`src/rtl/mmuchk_pkg.sv`:
```
package mmuchk_pkg;
    localparam int EV_W = 12;

    typedef enum logic [1:0] {
        KIND_READ  = 2'd0,
        KIND_WRITE = 2'd1,
        KIND_FETCH = 2'd2
    } kind_t;

    typedef enum logic [2:0] {
        FLT_NONE    = 3'd0,
        FLT_ADDR    = 3'd1,
        FLT_MISS    = 3'd2,
        FLT_MULTI   = 3'd3,
        FLT_PROT    = 3'd4,
        FLT_FIRSTWR = 3'd5
    } fault_t;

    localparam logic [1:0] LK_MISS  = 2'd0;
    localparam logic [1:0] LK_HIT   = 2'd1;
    localparam logic [1:0] LK_MULTI = 2'd2;
endpackage

```
`src/rtl/mmuchk_classify.sv`:
```
module mmuchk_classify
    import mmuchk_pkg::*;
#(
    parameter int ADDR_W = 32
) (
    input  logic [ADDR_W-1:0] vaddr,
    input  logic [1:0]        kind,
    input  logic [1:0]        size,
    input  logic              user_mode,
    input  logic              sq_user_block,
    input  logic              xlat_en,
    input  logic [1:0]        tlb_status,
    input  logic [1:0]        tlb_prot,
    input  logic              tlb_dirty,
    input  logic [ADDR_W-1:0] tlb_paddr,
    output fault_t            fault,
    output logic [ADDR_W-1:0] paddr
);
    localparam int TOP6 = ADDR_W - 6;

    logic [2:0]        low_mask;
    logic              misaligned;
    logic [5:0]        hi6;
    logic [2:0]        hi3;
    logic              is_write;
    logic              use_tlb;
    logic [ADDR_W-1:0] pass_addr;

    always_comb begin
        low_mask   = 3'b111 >> (2'd3 - size);
        misaligned = |(vaddr[2:0] & low_mask);
        hi6        = vaddr[ADDR_W-1:TOP6];
        hi3        = vaddr[ADDR_W-1:ADDR_W-3];
        is_write   = (kind == KIND_WRITE);
        fault      = FLT_NONE;
        use_tlb    = 1'b0;
        pass_addr  = vaddr;

        if (misaligned) begin
            fault = FLT_ADDR;
        end else if (is_write && hi6 == 6'b111000) begin
            if (vaddr[1:0] != 2'b00 || (sq_user_block && user_mode))
                fault = FLT_ADDR;
            else
                use_tlb = xlat_en;
        end else if (user_mode && vaddr[ADDR_W-1]) begin
            fault = FLT_ADDR;
        end else if (!user_mode && hi6 == 6'b011111) begin
            pass_addr = vaddr;
        end else if (!xlat_en || (!user_mode &&
                     (hi3 == 3'b100 || hi3 == 3'b101 || hi3 == 3'b111))) begin
            pass_addr = vaddr;
        end else begin
            use_tlb   = 1'b1;
            pass_addr = tlb_paddr;
        end

        if (use_tlb) begin
            if (tlb_status == LK_MULTI)
                fault = FLT_MULTI;
            else if (tlb_status != LK_HIT)
                fault = FLT_MISS;
            else if (!tlb_prot[1] && user_mode)
                fault = FLT_PROT;
            else if (is_write && !tlb_prot[0])
                fault = FLT_PROT;
            else if (is_write && !tlb_dirty)
                fault = FLT_FIRSTWR;
        end

        paddr = (fault == FLT_NONE) ? pass_addr : '0;
    end
endmodule

```
`src/rtl/mmuchk_encode.sv`:
```
module mmuchk_encode
    import mmuchk_pkg::*;
(
    input  fault_t          fault,
    input  logic [1:0]      kind,
    output logic [EV_W-1:0] event_code,
    output logic [EV_W-1:0] vector
);
    logic wr;

    always_comb begin
        wr         = (kind == KIND_WRITE);
        event_code = '0;
        vector     = EV_W'(12'h100);
        unique case (fault)
            FLT_MISS: begin
                event_code = wr ? EV_W'(12'h060) : EV_W'(12'h040);
                vector     = EV_W'(12'h400);
            end
            FLT_PROT:    event_code = wr ? EV_W'(12'h0C0) : EV_W'(12'h0A0);
            FLT_FIRSTWR: event_code = EV_W'(12'h080);
            FLT_ADDR:    event_code = wr ? EV_W'(12'h100) : EV_W'(12'h0E0);
            default:     vector     = '0;
        endcase
    end
endmodule

```
`src/rtl/mmuchk_sqaddr.sv`:
```
module mmuchk_sqaddr #(
    parameter int ADDR_W     = 32,
    parameter int LINE_SHIFT = 5
) (
    input  logic [ADDR_W-1:0] vaddr,
    input  logic              xlat_en,
    input  logic [ADDR_W-1:0] tlb_paddr,
    input  logic [ADDR_W-1:0] base0,
    input  logic [ADDR_W-1:0] base1,
    output logic [ADDR_W-1:0] sq_addr
);
    localparam logic [ADDR_W-1:0] LINE_MASK = ~((ADDR_W'(1) << LINE_SHIFT) - ADDR_W'(1));

    always_comb begin
        if (xlat_en)
            sq_addr = tlb_paddr & LINE_MASK;
        else
            sq_addr = (vaddr[LINE_SHIFT] ? base1 : base0) + (vaddr & LINE_MASK);
    end
endmodule

```
`src/rtl/mmu_access_check.sv`:
```
module mmu_access_check
    import mmuchk_pkg::*;
#(
    parameter int ADDR_W     = 32,
    parameter int PAGE_SHIFT = 10
) (
    input  logic                       clk,
    input  logic                       rst_n,
    input  logic                       req_valid,
    input  logic [ADDR_W-1:0]          req_vaddr,
    input  logic [1:0]                 req_kind,
    input  logic [1:0]                 req_size,
    input  logic                       user_mode,
    input  logic                       sq_user_block,
    input  logic                       xlat_en,
    input  logic [1:0]                 tlb_status,
    input  logic [1:0]                 tlb_prot,
    input  logic                       tlb_dirty,
    input  logic [ADDR_W-1:0]          tlb_paddr,
    input  logic [ADDR_W-1:0]          sq_base0,
    input  logic [ADDR_W-1:0]          sq_base1,
    output logic                       rsp_valid,
    output logic [2:0]                 rsp_fault,
    output logic [EV_W-1:0]            rsp_event,
    output logic [EV_W-1:0]            rsp_vector,
    output logic [ADDR_W-1:0]          rsp_paddr,
    output logic [ADDR_W-1:0]          rsp_sq_addr,
    output logic [ADDR_W-1:0]          tea,
    output logic [ADDR_W-PAGE_SHIFT-1:0] pteh_vpn
);
    localparam int VPN_W = ADDR_W - PAGE_SHIFT;

    typedef struct packed {
        logic              valid;
        fault_t            fault;
        logic [EV_W-1:0]   ev;
        logic [EV_W-1:0]   vec;
        logic [ADDR_W-1:0] paddr;
        logic [ADDR_W-1:0] sq;
        logic [ADDR_W-1:0] tea;
        logic [VPN_W-1:0]  vpn;
    } state_t;

    state_t            st_d, st_q;
    fault_t            fault_c;
    logic [ADDR_W-1:0] paddr_c;
    logic [ADDR_W-1:0] sq_c;
    logic [EV_W-1:0]   ev_c;
    logic [EV_W-1:0]   vec_c;

    mmuchk_classify #(.ADDR_W(ADDR_W)) u_classify (
        .vaddr(req_vaddr), .kind(req_kind), .size(req_size),
        .user_mode(user_mode), .sq_user_block(sq_user_block), .xlat_en(xlat_en),
        .tlb_status(tlb_status), .tlb_prot(tlb_prot), .tlb_dirty(tlb_dirty),
        .tlb_paddr(tlb_paddr), .fault(fault_c), .paddr(paddr_c)
    );

    mmuchk_encode u_encode (
        .fault(fault_c), .kind(req_kind), .event_code(ev_c), .vector(vec_c)
    );

    mmuchk_sqaddr #(.ADDR_W(ADDR_W)) u_sqaddr (
        .vaddr(req_vaddr), .xlat_en(xlat_en), .tlb_paddr(tlb_paddr),
        .base0(sq_base0), .base1(sq_base1), .sq_addr(sq_c)
    );

    always_comb begin
        st_d       = st_q;
        st_d.valid = req_valid;
        if (req_valid) begin
            st_d.fault = fault_c;
            st_d.ev    = ev_c;
            st_d.vec   = vec_c;
            st_d.paddr = paddr_c;
            st_d.sq    = sq_c;
            if (fault_c != FLT_NONE) begin
                st_d.tea = req_vaddr;
                st_d.vpn = req_vaddr[ADDR_W-1:PAGE_SHIFT];
            end
        end
    end

    always_ff @(posedge clk) begin
        if (!rst_n) st_q <= '0;
        else        st_q <= st_d;
    end

    assign rsp_valid   = st_q.valid;
    assign rsp_fault   = st_q.fault;
    assign rsp_event   = st_q.ev;
    assign rsp_vector  = st_q.vec;
    assign rsp_paddr   = st_q.paddr;
    assign rsp_sq_addr = st_q.sq;
    assign tea         = st_q.tea;
    assign pteh_vpn    = st_q.vpn;

    assert_misalign_addr_err_R1: assert property (@(posedge clk) disable iff (!rst_n)
        (req_valid && ((32'(req_vaddr) % (32'd1 << req_size)) != 0))
        |=> (rsp_fault == 3'd1));

    assert_follow_req_R11: assert property (@(posedge clk) disable iff (!rst_n)
        req_valid == 1'b0 |=> !rsp_valid);

    assert_miss_vector_R7: assert property (@(posedge clk) disable iff (!rst_n)
        (rsp_valid && rsp_fault == 3'd2) |-> (rsp_vector == EV_W'(12'h400)));

    assert_pass_quiet_R8: assert property (@(posedge clk) disable iff (!rst_n)
        (rsp_valid && rsp_fault == 3'd0) |-> (rsp_event == '0 && rsp_vector == '0));

    assert_fault_tea_R9: assert property (@(posedge clk) disable iff (!rst_n)
        req_valid |=> (rsp_fault == 3'd0) || (tea == $past(req_vaddr)));

    assert_pass_tea_stable_R9: assert property (@(posedge clk) disable iff (!rst_n)
        req_valid |=> (rsp_fault != 3'd0) || ($stable(tea) && $stable(pteh_vpn)));
endmodule

```
`config.mk`:
```
export PLATFORM = sky130hd
export DESIGN_NAME = mmu_access_check
export DESIGN_NICKNAME = d
export VERILOG_FILES = /design/src/rtl/mmuchk_pkg.sv /design/src/rtl/mmuchk_classify.sv /design/src/rtl/mmuchk_encode.sv /design/src/rtl/mmuchk_sqaddr.sv /design/src/rtl/mmu_access_check.sv
export SDC_FILE = /design/constraint.sdc
export NUM_CORES = 1
export LEC_CHECK = 0
export BUFFER_PORTS_ARGS = -buffer_cell sky130_fd_sc_hd__buf_2
export CORE_ASPECT_RATIO = 1.1
export CORE_MARGIN = 8
export CORE_UTILIZATION = 52
export CTS_CLUSTER_DIAMETER = 30
export DETAILED_ROUTE_END_ITERATION = 10
export PLACE_DENSITY = 0.89
export SETUP_SLACK_MARGIN = 0.5
export SYNTH_ARGS = -nofsm -noshare
export SYNTH_HDL_FRONTEND = slang
export SYNTH_SLANG_ARGS = --single-unit
```
`constraint.sdc`:
```
create_clock -name clk -period 9 [get_ports clk]
set_clock_uncertainty 0.05 [all_clocks]
set_input_delay 0.45 -clock clk [delete_from_list [all_inputs] [get_ports clk]]
set_output_delay 0.45 -clock clk [all_outputs]
set_load 0.1 [all_outputs]
```
### Yosys cells after proc, flatten, opt, wreduce, memory -nomap -nowiden

Cells that the tools add are included.
Widths: inputs -> output; s select.

* eq/ne operators: 12
* bitwise gates (word level): 1
* muxes and demuxes: 29
* shifts and indexed selects: 1
* $add $sub $neg: 2
* reductions and logical operators: 23

Operator list (number)
* $mux 32: 8
* $pmux 12 s4: 1
* $add 32x32->32: 1
* $mux 3: 8
* $pmux 11 s2: 1
* $eq 3x3->1 const B: 5
* $mux 9: 1
* $logic_and 1x1->1: 8
* $mux 1: 8
* $mux 7: 1
* $eq 6x5->1 const B: 1
* $eq 6x6->1 const B: 1
* $mux 6: 1
* $reduce_or 3->1: 2
* $logic_not 1->1: 5
* $logic_or 1x1->1: 4
* $and 3x3->3: 1
* $eq 3x1->1 const B: 1
* $eq 3x2->1 const B: 1
* $logic_not 3->1: 1
* $reduce_bool 3->1: 1
* $shr 3x2->3 const A: 1
* $eq 2x1->1 const B: 1
* $eq 2x2->1 const B: 1
* other kinds (4): 4

* logic and storage cells: 76
* register bits: 146
* output and inout port bits: 146

### Longest topological paths before layout

* depth in word-level cells: 14
* mapped depth: 12
* gate-level depth less buffers: 11

### Cells and area by module

From an unflattened synthesis, not the netlist that was laid out.

* cell total of the unflattened synthesis: 958
* area, all modules: 8229.1 µm²

By module, submodules not included
* mmu_access_check: cells an instance 458, area each 4957.3 µm², times used 1
* mmuchk_sqaddr: cells an instance 315, area each 2207.1 µm², times used 1
* mmuchk_classify: cells an instance 151, area each 823.3 µm², times used 1
* mmuchk_encode: cells an instance 34, area each 241.5 µm², times used 1

### Worst setup path after synthesis

No wires, ideal clock.

* path kind: input -> register
* start point: in req_vaddr[5]
* end point: reg st_q, in the netlist rsp_sq_addr[31]
* setup time: 0.117 ns
* slack: 5.518 ns
* path buffers: 2
* stages on the path: 11
* arrival: 3.314 ns
* cells stage by stage: clkbuf_1 clkbuf_1 mux2_2 ha_1 and2_1 a221oi_2 a21oi_1 o2111ai_1 a211oi_1 or3_1 a32o_1

* word-level cells in the longest chain between the ends: 3

RTL lines
* start: declaration: line mmu_access_check.sv:10 `input logic [ADDR_W-1:0] req_vaddr,`
* $mux 32: line mmuchk_sqaddr.sv:18 `sq_addr = (vaddr[LINE_SHIFT] ? base1 : base0) + (vaddr & LINE_MASK);`
* $add 32x32->32 (*): line mmuchk_sqaddr.sv:18
* $mux 32 (*): line mmuchk_sqaddr.sv:15 `if (xlat_en)`
* end signal: assignment: line mmu_access_check.sv:85 `else st_q <= st_d;`
* end: declaration: line mmu_access_check.sv:44 `state_t st_d, st_q;`

Mark *: on every way between the ends. The rest lies on a longest branch, timed or not.
A chain may end at the register's enable or synchronous reset.

### Final worst setup path

Ends and elaborated chain as after synthesis.

==> impl_metrics.yaml <==
setup_path:
  critPathArrivalTime_ps: 3700
  required_ps: 9190
  critPathLaunchType: "primary input"
  path_max_fanout: 35
  crit_type: "in -> reg"
  end_kind: "flip-flop"
clock_tree:
  hold_buffers: 0
  cts_setup_buffers: 0
  path_clk_slew_ps: 70
  cts_tree: "yes"
  cts.sinks: 106
  cts_root_buf: "clkbuf_16"
  clockBufferDepth: 2
  htree_levels: 3
  ctsResizeCount: 0
  clk_latency_ps: 350
  cts_made_buffers: 9
floorplanning:
  die_x_um: 122
  ios: 289
  dieArea_sq_um: 16300
  core_region_area_sq_um: 12100
  initial_utilization: 0.535
  rows: 42
  die_y_um: 133
place:
  placed_area_sq_um: 7580
  place_ws_ps: 5100
  place_inst: 1143
  port_buffers: 270
  hpwl_mm: 15.9
  gp_congestion: 0.886
finish:
  fin_cells: 1158
  area_growth_pct: 21.9
  nets: 1170
  final_area_sq_um: 7890
  antenna_cells: 0
  drive_gt1_frac: 0.321
power_and_ir_drop:
  p_sw_frac: 0.436
  p_comb_frac: 0.399
  p_leak_nw: 3.71
  p_seq_frac: 0.334
  intPower_w: 0.000869
  ir_drop_uv: 151
  power.total_w: 0.00154
  power_density_nw_per_um2: 195
  switchingPower_w: 0.000671
  clockPowerShare: 0.267
sta:
  setup_viol: 0
  post-route-min-period_ps: 3510
  hold_viol_final: 0
  slew_violations: 0
  fmax_ghz: 0.285
  worst_pin_slew_ps: 1190
  rsz0062_at_grt: "no"
  finalCritPeriodShare: 0.390
  slew_headroom: 0.203
  finalSetupTns_ps: 0
  worst_slack_ps: 5490
global_routing:
  grt_max_degree: 91
  grt_pass1_vias: 6628
  antenna_found_initial: 0
  gr-total-overflow: 0
  grt_usage: 0.254
  grt_pass1_wl_mm: 33.3
synthesis:
  synth-main-ff-cell: "dfxtp_1"
  synthArstFlopShare: 0
  synth-edff-count: 0
  ys_ff_latch: 106
  syn_area_sq_um: 6470
  syn_inst: 790
  syn_avg_cell_area_sq_um: 8.19
  ys_warn_count: 0
  synth_cell_types: 70
  seq_area_frac_synth: 0.328
drt:
  drtIter0Drc: 468
  wl_met3_mm: 1.92
  wl_per_cell_um: 18.6
  drtPass1Iterations: 5
  drc: 0
  drtAntennaViolNets: 0
  met2_wirelength_mm: 10.5
  num_vias: 6628
  wl_met1_mm: 8.35
  routed.top_layer: "met4"
  wl_mm: 21.5
  via_per_inst: 5.72
run:
  drv_cap: 0
min_path:
  hp-class: "in -> reg"
run_status:
  outcome: "complete, no violations"
==> synthesized netlist by cell type, types with 2 or more instances <==
library cell | number | share of area
or3_1 | 2 | 0.0019
a221o_1 | 2 | 0.0031
o21ai_0 | 44 | 0.034
clkbuf_1 | 36 | 0.021
o211ai_1 | 4 | 0.0046
nor3_1 | 9 | 0.0070
nor2b_1 | 10 | 0.0097
xor2_1 | 5 | 0.0068
a32oi_1 | 2 | 0.0027
a211oi_1 | 4 | 0.0046
a31oi_1 | 6 | 0.0058
a221oi_1 | 2 | 0.0027
ha_1 | 26 | 0.050
mux2i_1 | 43 | 0.067
mux2_2 | 25 | 0.044
o21bai_1 | 7 | 0.0081
o311ai_0 | 2 | 0.0027
nor2_1 | 27 | 0.016
inv_1 | 12 | 0.0070
a32o_1 | 3 | 0.0046
a21o_1 | 9 | 0.010
nand2_1 | 111 | 0.064
o211a_1 | 4 | 0.0062
buf_1 | 4 | 0.0023
nor3b_1 | 3 | 0.0035
buf_6 | 3 | 0.0052
o41ai_1 | 2 | 0.0027
a21boi_0 | 2 | 0.0023
nand2b_1 | 5 | 0.0048
o21a_1 | 7 | 0.0081
a21oi_1 | 37 | 0.029
buf_2 | 7 | 0.0054
nand4_1 | 8 | 0.0077
buf_4 | 40 | 0.046
nand3_1 | 43 | 0.033
a22o_1 | 12 | 0.016
dfxtp_1 | 106 | 0.33
o221ai_1 | 3 | 0.0041
and3_1 | 7 | 0.0068
o31ai_1 | 3 | 0.0035
and2_1 | 3 | 0.0029
xnor2_1 | 10 | 0.014
o21ai_1 | 63 | 0.049
==> worst paths after layout <==
kind / startpoint / endpoint / slack, ps / cells past startpoint
max: req_vaddr[5] / rsp_sq_addr[31] / 5490 / 10
min: tlb_paddr[19] / rsp_sq_addr[19] / 290 / 3
max reg2reg: rsp_sq_addr[25] / rsp_sq_addr[25] / 8050 / 3
min reg2reg: rsp_paddr[7] / rsp_paddr[7] / 400 / 2
==> metal layers <==
layer,GRT usage,up-vias
met5,0,-
met2,0.437,307
li1,-,3198
met1,0.285,3070
met3,0.0660,53
met4,0.115,0
==> power groups by stage <==
| stage | clock [W] | sequential (W) | combinational [W] |
|---|---|---|---|
| 2_1_floorplan | 0 | 0.000739 | 0.000289 |
| 3_3_place_gp | 0 | 0.000524 | 0.000605 |
| 3_5_place_dp | 0 | 0.000525 | 0.000610 |
| 4_1_cts | 0.000417 | 0.000515 | 0.000613 |
| 5_1_grt | 0.000436 | 0.000518 | 0.000648 |
| 6_report | 0.000411 | 0.000515 | 0.000614 |
==> layout by cell type (no fill, tap or decap), types with 10 or more instances in the layout <==
cell type / instances
a21oi_1: 37
nand3_1: 43
dfxtp_1: 106
ha_1: 26
mux2i_1: 43
o21ai_0: 44
inv_1: 12
nor2b_1: 10
mux2_2: 25
xnor2_1: 10
nand2_1: 111
a22o_1: 12
buf_2: 269
conb_1: 18
nor2_1: 26
o21ai_1: 63
==> registers in the layout, summed over array words and instances, names as in the netlist <==
register / count
rsp_paddr: 32
rsp_sq_addr: 32
tea: 32
rsp_event: 4
rsp_fault: 3
rsp_vector: 2
rsp_valid: 1
==> cell families after synthesis <==
family,Yosys count,synth area share
other,1,0.000580
AOI/OAI and AO/OA,231,0.226
muxes,68,0.110
and+or+nand+nor,239,0.174
xor gates and xnor gates,15,0.0203
buffers and inverters,103,0.0878
DFF,106,0.328
adders and majority gates,27,0.0534
==> worst max-delay path, cell delays in order <==
cell       delay, ps
buf_2            680
mux2_2           430
ha_1             320
and2_1           200
a221oi_2         290
a21oi_1          170
o2111ai_1        360
a211oi_1         140
or3_1            380
a32o_1           260
==> metrics by stage <==
stage,hold WS [ps],util
6_report,289,0.652
5_1_grt,311,0.652
4_1_cts,287,0.652
3_5_place_dp,388,0.627
3_3_place_gp,379,0.627
2_1_floorplan,529,-
==> final cells by class <==
class,instances,area [sq um]
fillers,1038,4200
well taps,154,193
inverters,13,48.8
clock inverters,4,51.3
clock buffers,11,253
flip-flops and latches,106,2120
multi-input cells,598,3850
repair buffers,272,1370
Note: power is estimated with default switching activity, not from simulation.
